### config.mk
export PLATFORM = sky130hd
export DESIGN_NAME = ltp_prpg
export DESIGN_NICKNAME = d
export VERILOG_FILES = /design/src/rtl/ltp_pkg.sv /design/src/rtl/ltp_lfsr.sv /design/src/rtl/ltp_hold_bank.sv /design/src/rtl/ltp_phase_shift.sv /design/src/rtl/ltp_prpg.sv
export SDC_FILE = /design/constraint.sdc
export NUM_CORES = 1
export LEC_CHECK = 0
export BUFFER_PORTS_ARGS = -buffer_cell sky130_fd_sc_hd__clkbuf_2
export CORE_UTILIZATION = 30
export DETAILED_ROUTE_END_ITERATION = 10
export GPL_TIMING_DRIVEN = 1
export SLEW_MARGIN = 30
export SYNTH_ARGS = -nofsm -noshare
export SYNTH_HDL_FRONTEND = slang
export SYNTH_SLANG_ARGS = --single-unit
### constraint.sdc
create_clock -name clk -period 2.5 [get_ports clk]
set_clock_uncertainty 0.2 [all_clocks]
set_input_delay 0.25 -clock clk [delete_from_list [all_inputs] [get_ports clk]]
set_output_delay 0.25 -clock clk [all_outputs]
set_load 0.02 [all_outputs]
### src/rtl/ltp_pkg.sv
package ltp_pkg;

   // Feedback mask for a left-shifting Fibonacci register of the given width.
   // Bit k set means stage k takes part in the XOR feedback.
   function automatic logic [63:0] taps_for(input int w);
      case (w)
         16:      return 64'h0000_0000_0000_B400;
         24:      return 64'h0000_0000_00E1_0000;
         32:      return 64'h0000_0000_8020_0003;
         48:      return 64'h0000_C000_0018_0000;
         64:      return 64'hD800_0000_0000_0000;
         default: return 64'h0;
      endcase
   endfunction

   function automatic bit width_ok(input int w);
      return taps_for(w) != 64'h0;
   endfunction

   // Phase network source indices for chain j given g hold registers.
   function automatic int src_x(input int j, input int g);
      return j % g;
   endfunction

   function automatic int src_y(input int j, input int g);
      return (j % g + 1 + (j / g) % 4) % g;
   endfunction

   function automatic int src_z(input int j, input int g);
      return (j % g + 5 + (j / g) % 2) % g;
   endfunction

endpackage

### src/rtl/ltp_lfsr.sv
module ltp_lfsr #(
   parameter int           W    = 16,
   parameter logic [W-1:0] TAPS = '1,
   parameter logic [W-1:0] INIT = 1
) (
   input  logic         clk,
   input  logic         rst,
   input  logic         en,
   input  logic         ld,
   input  logic [W-1:0] ld_val,
   output logic [W-1:0] q
);
   logic fb;

   assign fb = ^(q & TAPS);

   always_ff @(posedge clk) begin
      if (rst)     q <= INIT;
      else if (ld) q <= ld_val;
      else if (en) q <= {q[W-2:0], fb};
   end
endmodule

### src/rtl/ltp_hold_bank.sv
module ltp_hold_bank #(
   parameter int           G   = 8,
   parameter int           TW  = 4,
   parameter logic [G-1:0] RST = '0
) (
   input  logic          clk,
   input  logic          rst,
   input  logic          en,
   input  logic          ld,
   input  logic [G-1:0]  ld_val,
   input  logic [G-1:0]  din,
   input  logic [G*TW-1:0] rng,
   input  logic [TW-1:0] target,
   output logic [G-1:0]  upd,
   output logic [G-1:0]  q
);
   for (genvar i = 0; i < G; i++) begin : g_bit
      assign upd[i] = rng[i*TW +: TW] <= target;

      always_ff @(posedge clk) begin
         if (rst)                 q[i] <= RST[i];
         else if (ld)             q[i] <= ld_val[i];
         else if (en && upd[i])   q[i] <= din[i];
      end
   end
endmodule

### src/rtl/ltp_phase_shift.sv
module ltp_phase_shift #(
   parameter int G = 8,
   parameter int N = 32
) (
   input  logic [G-1:0] h,
   output logic [N-1:0] o
);
   import ltp_pkg::*;

   for (genvar j = 0; j < N; j++) begin : g_chain
      localparam int X = src_x(j, G);
      localparam int Y = src_y(j, G);
      localparam int Z = src_z(j, G);
      if (j >= N / 2) begin : g_three
         assign o[j] = h[X] ^ h[Y] ^ h[Z];
      end else begin : g_two
         assign o[j] = h[X] ^ h[Y];
      end
   end
endmodule

### src/rtl/ltp_prpg.sv
module ltp_prpg #(
   parameter int                LW       = 16,
   parameter int                G        = 8,
   parameter int                TW       = 4,
   parameter int                N        = 32,
   parameter logic [LW-1:0]     DEF_SEED = 16'hACE1,
   parameter logic [G*TW-1:0]   AUX_SEED = 32'hC0DE_1357
) (
   input  logic          clk,
   input  logic          rst,
   input  logic          en,
   input  logic          start,
   input  logic          seed_ld,
   input  logic [LW-1:0] seed,
   input  logic [TW-1:0] target,
   output logic [N-1:0]  chain_si
);
   import ltp_pkg::*;

   localparam int AW = G * TW;
   localparam logic [LW-1:0] MAIN_TAPS = taps_for(LW)[LW-1:0];
   localparam logic [AW-1:0] AUX_TAPS  = taps_for(AW)[AW-1:0];

   if (!width_ok(LW)) begin : g_bad_lw
      $error("ltp_prpg: unsupported main generator width");
   end
   if (!width_ok(AW)) begin : g_bad_aw
      $error("ltp_prpg: G*TW must be a supported auxiliary width");
   end
   if (G < 8 || G > LW) begin : g_bad_g
      $error("ltp_prpg: G must lie in 8..LW");
   end
   if (DEF_SEED == '0 || AUX_SEED == '0) begin : g_bad_seed
      $error("ltp_prpg: seeds must be nonzero");
   end
   if (N < 2) begin : g_bad_n
      $error("ltp_prpg: N must be at least 2");
   end

   logic [LW-1:0] seed_r, seed_fix, rval, lfsr_q;
   logic [AW-1:0] aux_q;
   logic [G-1:0]  hold_q, upd;
   logic          restart;

   assign seed_fix = (seed == '0) ? {{(LW-1){1'b0}}, 1'b1} : seed;
   assign restart  = seed_ld | start;
   assign rval     = seed_ld ? seed_fix : seed_r;

   always_ff @(posedge clk) begin
      if (rst)          seed_r <= DEF_SEED;
      else if (seed_ld) seed_r <= seed_fix;
   end

   ltp_lfsr #(.W(LW), .TAPS(MAIN_TAPS), .INIT(DEF_SEED)) u_main (
      .clk(clk), .rst(rst), .en(en), .ld(restart), .ld_val(rval), .q(lfsr_q)
   );

   ltp_lfsr #(.W(AW), .TAPS(AUX_TAPS), .INIT(AUX_SEED)) u_aux (
      .clk(clk), .rst(rst), .en(en), .ld(restart), .ld_val(AUX_SEED), .q(aux_q)
   );

   ltp_hold_bank #(.G(G), .TW(TW), .RST(DEF_SEED[G-1:0])) u_hold (
      .clk(clk), .rst(rst), .en(en), .ld(restart), .ld_val(rval[G-1:0]),
      .din(lfsr_q[G-1:0]), .rng(aux_q), .target(target), .upd(upd), .q(hold_q)
   );

   ltp_phase_shift #(.G(G), .N(N)) u_ps (
      .h(hold_q), .o(chain_si)
   );
endmodule

### Word-level counts from Yosys, hierarchy flattened

Index checks and enable logic that the tools add are counted.
Widths: inputs -> output; s select.

| storage, ports and cells | value |
|---|---|
| register bits after elaboration | 72 |
| bits of input ports | 25 |
| output and inout bits | 32 |
| logic and storage cells | 105 |

| cells by class | value |
|---|---|
| $lt $le $gt $ge | 8 |
| multiplexer cells | 20 |
| bitwise operators | 45 |
| reductions and logical operators | 21 |

Operators by type and width:

| cell | count |
|---|---|
| $mux 16 | 4 |
| $xor 1x1->1 | 44 |
| $le 4x4->1 | 8 |
| $reduce_xor 32->1 | 1 |
| $reduce_bool 2->1 | 9 |
| $logic_not 16->1 | 1 |
| $mux 1 | 16 |
| $reduce_xor 16->1 | 1 |
| $logic_and 1x1->1 | 8 |
| $reduce_or 2->1 | 1 |
| $or 1x1->1 | 1 |

### Logic depth before layout (Yosys ltp)

Gate-level depths: netlist of run 1.

| depth | value |
|---|---|
| depth in word-level cells | 4 |
| gate-level depth with buffers | 7 |
| depth with buffers taken out | 6 |

### Cells and area by module

Synthesis of run 1 repeated with hierarchy kept, for this count alone.

| second synthesis, totals | value |
|---|---|
| cell total of the unflattened synthesis | 484 |
| area, all modules | 4994.8 µm² |

By module, submodules not included:

| module | times used | cells an instance | area an instance (µm²) |
|---|---|---|---|
| ltp_lfsr (u_aux) | 1 | 158 | 1566.5 |
| ltp_hold_bank | 1 | 149 | 1265.0 |
| ltp_lfsr (u_main) | 1 | 74 | 860.8 |
| ltp_prpg | 1 | 63 | 708.2 |
| ltp_phase_shift | 1 | 40 | 594.3 |

### Least setup slack after synthesis of run 1

No wires, ideal clock.

| path | value |
|---|---|
| path kind | input to register |
| start point | in target[3] |
| end point | reg u_hold.q[0] |
| setup time | 122 ps |
| arrival | 1607 ps |
| data required time | 2178 ps |
| slack | 571 ps |
| stages on the path | 5 |
| cell sequence | inv_1 > ha_1 > and3_1 > a221o_1 > a311o_1 |

| on the way | value |
|---|---|
| cells in the longest elaborated chain, start to end | 3 |

RTL lines:

| item | RTL line | RTL |
|---|---|---|
| start, declared | ltp_prpg.sv:15 | `input logic [TW-1:0] target,` |
| $le 4x4->1 | ltp_hold_bank.sv:18 | `assign upd[i] = rng[i*TW +: TW] <= target;` |
| $logic_and 1x1->1 | ltp_hold_bank.sv:23 | `else if (en && upd[i]) q[i] <= din[i];` |
| $reduce_bool 2->1 (no line) | - |  |
| end signal, assigned by index | ltp_hold_bank.sv:21 | `if (rst) q[i] <= RST[i];` |
| end signal, assigned by index | ltp_hold_bank.sv:22 | `else if (ld) q[i] <= ld_val[i];` |
| end signal, assigned by index | ltp_hold_bank.sv:23 |  |
| end, declared | ltp_hold_bank.sv:15 | `output logic [G-1:0] q` |

Every way passes these cells.
A chain may end at the register's enable or synchronous reset.

### Worst setup path after layout of run 1

| path | value |
|---|---|
| start point | reg u_hold.q[6] |
| end point | out chain_si[26] |

| on the way | value |
|---|---|
| cells in the longest elaborated chain, start to end | 2 |

RTL lines:

| item | RTL line | RTL |
|---|---|---|
| $xor 1x1->1 (2 in series) | ltp_phase_shift.sv:15 | `assign o[j] = h[X] ^ h[Y] ^ h[Z];` |
| end, declared | ltp_prpg.sv:16 | `output logic [N-1:0] chain_si` |

Every way passes these cells.

==> reports/results.ini, run 1 <==
[outcome]
status = finished, final reports clean

[sta]
tns_ns = 0
post-route-period-util = 0.821
setup_violations = 0
finalWorstPathRequiredPeriod_ns = 2.05
final.setup.worst_slack_ns = 0.448
hold_ws_ns = 0.00303
hold_viol = 0
grt_setup_unrepaired = no
fmax_mhz = 487
worst_pin_slew_ns = 0.652
maxSlewViolCount = 0
maxSlewHeadroom = 0.565

[detailed_routing]
wl_um = 9030
drc = 0
drt-wirelength-per-cell_um = 13.8
post_drt_via_cell_ratio = 4.82
drtIter0Drc = 85
ant_nets = 0
vias = 3159
dr.pass1.iters = 4

[floorplan]
std_cell_rows = 41
design.die.area_mm2 = 0.0137
start_util = 0.312
pin_count = 57
die_w_um = 117
fp.dieH_um = 117
coreArea_mm2 = 0.0128

[grt]
use_met1 = 0.177
grt_antenna_before_repair = 0
grt.total_usage = 0.145
overflow = 0
grt_pass1_wl_um = 15100
grt_pass1_vias = 3097
grt_use_met2 = 0.248
grt_start_max_net_pins = 30
grt_use_met3 = 0.0324
grt_most_used_layer = met2

[clock_network]
postCtsHoldBufs = 3
root_buffer = clkbuf_16
clkSinkCount = 72
clk_pin_slew_ns = 0.06
cts_tree = yes
clock_path_buffers = 2
numCtsBuffers = 9
cts_resized = 0
clk_latency_ns = 0.33
post_cts_buffers = 0
cts_max_level = 3

[finish]
final_layout_size_suffix_gt1_frac = 0.190
diodes = 0
synthToLayoutAreaGrowth_pct = 19.5
utilization = 0.373
fin_nets = 536

[placed_design]
portBuffers = 56
hpwl_um = 6580
globalplace.congestion = 0.750
pre_cts_slack_ns = 0.238

[yosys]
synth_top_area_cell = dfxtp_1
synthesis.nets = 481
yosys.area.top_type_share = 0.362
syn_area_mm2 = 0.00398
ys_types = 41
synth_ff_type = dfxtp_1
avgSynthCellArea_um2 = 9.40
synth_edf_count = 0
yosysSeqAreaShare = 0.362
ys_ff_latch = 72
yosysWarningCount = 0
ys_top_cells_by_area = dfxtp_1, mux2i_1, ha_1
syn_inst = 424
ys_async_sr_fraction = 0

[pwr]
p_leak_nw = 2.18
power.density_mw_per_mm2 = 658
irDropWorstVdd_mv = 0.308

[critical_path]
critical_path.max_fanout = 7
cp.arrival_ns = 1.60
cp-end-kind = primary output
cp-start-kind = flip-flop
required_ns = 2.05
crit_type = reg2out

[min_path]
hold_class = in2reg

[run]
drv_cap = 0

## through the flow
| stage | cell area (um2) | power [mW] | std cells |
|---|---|---|---|
| CTS | 4760 | 3.16 | 656 |
| global placement | 4440 | 1.92 | 637 |
| detailed placement | 4440 | 1.94 | 637 |
| floorplan | 3980 | 1.74 | 424 |
| finish | 4760 | 3.13 | 656 |
| global route | 4760 | 3.30 | 656 |
## final cells by class
cell class | count | area, um2
Inverter | 27 | 101
Tap cell | 172 | 215
Clock inverter | 2 | 12.5
Sequential cell | 72 | 1440
Clock buffer | 14 | 274
Timing Repair Buffer | 74 | 423
Fill cell | 1277 | 8010
Multi-Input combinational cell | 295 | 2290
## synth_stat cells, drive strengths merged, types with 4 or more instances
master   number
nand4         4
a31oi         4
mux2i        55
ha           32
o2bb2ai       6
a211oi        8
xnor2        26
a2111oi       4
nor4          4
o21ai        17
o41ai         4
a21oi         9
buf          15
inv          27
nor3          4
and4b         4
o211ai        4
nor2         30
a21o         11
dfxtp        72
nand2        32
xor2         11
clkbuf       15
mux2          4
## cell families after synthesis
logic type                 synth area share
muxes                                 0.149
adders and majority gates             0.101
AOI/OAI and AO/OA                     0.137
buffers and inverters                0.0625
and+or+nand+nor                       0.108
DFF                                   0.362
xor gates and xnor gates             0.0813
## routing by layer
| metal | up-vias | share of wire |
|---|---|---|
| met5 | - | 0 |
| met4 | 0 | 0.015 |
| met3 | 8 | 0.045 |
| met2 | 68 | 0.48 |
| met1 | 1484 | 0.46 |
| li1 | 1599 | - |
## cells in the final DEF, fill, tap and decap left out, types with 4 or more instances in the layout
cell type   n
a2111oi_0   4
a211oi_1    8
a21o_1     11
a21oi_1     9
and4b_1     4
buf_4      15
clkbuf_16   9
clkbuf_2   56
dfxtp_1    72
ha_1       32
inv_1      27
mux2_2      4
mux2i_1    55
nand2_1    32
nand4_1     4
nor2_1     29
nor3_1      4
nor4_1      4
o211ai_1    4
o21ai_0    17
o2bb2ai_1   6
o41ai_1     4
xnor2_1    26
xor2_1     11
## flip-flops by register name, summed over array words and instances, names as in the netlist
| signal | flops |
|---|---|
| seed_r | 16 |
| u_aux.q | 32 |
| u_main.q | 16 |
| u_hold.q | 8 |
## worst paths after layout
kind / start / end / slack (ns) / depth (start not counted)
worst min-delay path: seed[8] / seed_r[8]$_SDFF_PP0_ / 0.003 / 3
worst min register to register: seed_r[10]$_SDFF_PP1_ / seed_r[10]$_SDFF_PP1_ / 0.27 / 2
worst max register to register: u_aux.q[15]$_SDFFE_PP0P_ / u_hold.q[3]$_SDFFE_PP0P_ / 0.55 / 5
worst max-delay path: u_hold.q[6]$_SDFFE_PP1P_ / chain_si[26] / 0.45 / 3
## power by group
part	switching (mW)	internal (mW)
combinational	0.386	0.268
sequential	0.0544	1.20
clock	0.470	0.752
## worst max-delay path, cell delays in order, from the launching register on
cell and delay [ns]:
dfxtp_1 0.43, xnor2_1 0.47, xnor2_1 0.18, clkbuf_2 0.19
Note: power is estimated with default switching activity, not from simulation.
==> run 2: changes to the inputs <==
==> constraint.sdc (replaced) <==
create_clock -name clk -period 1.95 [get_ports clk]
set_clock_uncertainty 0.2 [all_clocks]
set_input_delay 0.195 -clock clk [delete_from_list [all_inputs] [get_ports clk]]
set_output_delay 0.195 -clock clk [all_outputs]
set_load 0.02 [all_outputs]
==> reports/results.ini, run 2 (synthesis gave the netlist of run 1 again) <==
[outcome]
status = finished, final reports clean

[placed_design]
globalplace.congestion = 0.811  ; +8.1%
dp.cells = 656  ; +3.0%
hpwl_um = 7130  ; +8.4%
portBuffers = 56  ; unchanged
pre_cts_slack_ns = -0.221  ; -0.460 ns

[sta]
tns_ns = 0  ; unchanged
maxSlewViolCount = 0  ; unchanged
final.setup.worst_slack_ns = 0.0848  ; -0.363 ns
grt_setup_unrepaired = yes
maxSlewHeadroom = 0.580  ; +0.0154
hold_viol = 0  ; unchanged
setup_violations = 0  ; unchanged
post-route-period-util = 0.957
finalWorstPathRequiredPeriod_ns = 1.87
worst_pin_slew_ns = 0.629  ; -0.0232 ns
fmax_mhz = 536

[grt]
grt_pass1_vias = 3296  ; +6.4%
grt_antenna_before_repair = 0  ; unchanged
grt_start_max_net_pins = 27  ; -10%
overflow = 0  ; unchanged
grt.total_usage = 0.148  ; +0.00344
grt_pass1_wl_um = 15500  ; +3.0%

[finish]
top_register = u_aux.q
fin_nets = 563  ; +5.0%
stdcell_count = 683  ; +4.1%
fill_cells = 1252  ; -2.0%
top_regs = u_aux.q x32, seed_r x16, u_main.q x16
final_layout_size_suffix_gt1_frac = 0.235  ; +0.0448
largest_reg_flops = 32  ; unchanged
final_cell_mix = dfxtp_1, clkbuf_2, mux2i_1
synthToLayoutAreaGrowth_pct = 26.9
ff_latch_area_mm2 = 0.00144  ; +0.17%
layout_commonest_cell = dfxtp_1
diodes = 0  ; unchanged
multi_input_area_mm2 = 0.00233  ; +1.5%

[critical_path]
worst-path-buf-inv = 1  ; unchanged
crit_type = reg2out
cp-end-kind = primary output
cp.arrival_ns = 1.47  ; -0.13 ns
critPathSlowestCell = dfxtp_1
critical_path.max_fanout = 7  ; unchanged
cp-start-kind = flip-flop
cp_top_family = flip-flops
crit_chain = xnor2_1 -> xnor2_1 -> clkbuf_2
cp_common_cell = xnor2_1
crit_path_max_incr_delay_ns = 0.53  ; +0.06 ns
required_ns = 1.55  ; -0.50 ns

[detailed_routing]
drtIter0Drc = 107  ; +26%
drt-wirelength-per-cell_um = 13.9  ; +1.2%
vias = 3299  ; +4.4%
drc = 0  ; unchanged
dr.pass1.iters = 4  ; unchanged
wl_um = 9520  ; +5.4%
post_drt_via_cell_ratio = 4.83  ; +0.30%
ant_nets = 0  ; unchanged

[pwr]
power.density_mw_per_mm2 = 805  ; +22%
p_leak_nw = 2.32  ; +6.5%
irDropWorstVdd_mv = 0.453  ; +47%

[floorplan]
design.die.area_mm2 = 0.0137  ; unchanged
pin_count = 57  ; unchanged
start_util = 0.312  ; unchanged
coreArea_mm2 = 0.0128  ; unchanged
std_cell_rows = 41  ; unchanged
die_w_um = 117  ; unchanged
fp.dieH_um = 117  ; unchanged

[run]
drv_cap = 0  ; unchanged

[clock_network]
cts_max_level = 3  ; unchanged
cts_tree = yes
clock_path_buffers = 2  ; unchanged
clkSinkCount = 72  ; unchanged
numCtsBuffers = 9  ; unchanged
post_cts_buffers = 0  ; unchanged
clk_latency_ns = 0.33  ; about the same
root_buffer = clkbuf_16
clk_pin_slew_ns = 0.06  ; about the same

[min_path]
hold_class = in2reg

-- run 2: cell types whose count changed in the layout (fill, tap and decap cells not counted), moves of 3 or more --
| cell | before | now |
|---|---|---|
| a2111oi_0 | 4 | 1 |
| a2111oi_2 | 0 | 3 |
| buf_12 | 0 | 3 |
| buf_4 | 15 | 31 |
| clkinvlp_4 | 1 | 4 |
| dlygate4sd3_1 | 3 | 11 |
-- run 2: worst register-to-register path, delay by kind of cell (launching register included) --
family	cells	cell delay [ns]
buffers and inverters	1	0.17
flip-flops	1	0.34
AO/OA/AOI/OAI	4	0.73
adder cells (fa/ha/maj)	1	0.30
-- run 2: report_power, final --
group / internal [mW] / switching (mW)
Clock: 0.897 / 0.642
Sequential: 1.54 / 0.0637
Combinational: 0.396 / 0.528
Total: 2.83 / 1.23
-- run 2: timing repair --
action                     CTS  global route
setup endpoints to repair    7             8
gates resized for setup      6             4
hold buffers                11             0
gates cloned                 0             0
hold endpoints to repair    11             0
-- run 2: layout make-up --
type | count | share of cell area
multi-input combinational | 295 | 0.461
sequential | 72 | 0.286
timing repair buffer | 101 | 0.135
clock buffer | 10 | 0.0473
tap | 172 | 0.0426
inverter | 27 | 0.0201
clock inverter | 6 | 0.00867
-- run 2: routing by layer --
layer / global-route usage / part of all wire / vias up
met5: 0 / 0 / -
met4: 0.0667 / 0.018 / 0
met3: 0.0263 / 0.035 / 11
met2: 0.260 / 0.48 / 72
met1: 0.176 / 0.47 / 1564
li1: - / - / 1652
-- run 2: stage by stage --
step                hold WS, ns  utilization  power (mW)  area [um2]
global placement          0.258        0.362        2.51        4620
global route             0.0334        0.396        4.26        5050
finish                  0.00694        0.396        4.07        5050
detailed placement        0.258        0.362        2.54        4620
floorplan                 0.113            -        2.23        3980
CTS                     0.00546        0.395        4.10        5040
-- run 2: final timing paths --
check	from	endpoint	slack, ns	depth (start not counted)
worst max-delay path	u_hold.q[3]$_SDFFE_PP0P_	chain_si[29]	0.08	3
worst min-delay path	seed[12]	seed_r[12]$_SDFF_PP0_	0.007	3
worst max register to register	u_aux.q[18]$_SDFFE_PP1P_	u_hold.q[4]$_SDFFE_PP0P_	0.10	6
worst min register to register	seed_r[11]$_SDFF_PP1_	seed_r[11]$_SDFF_PP1_	0.27	2
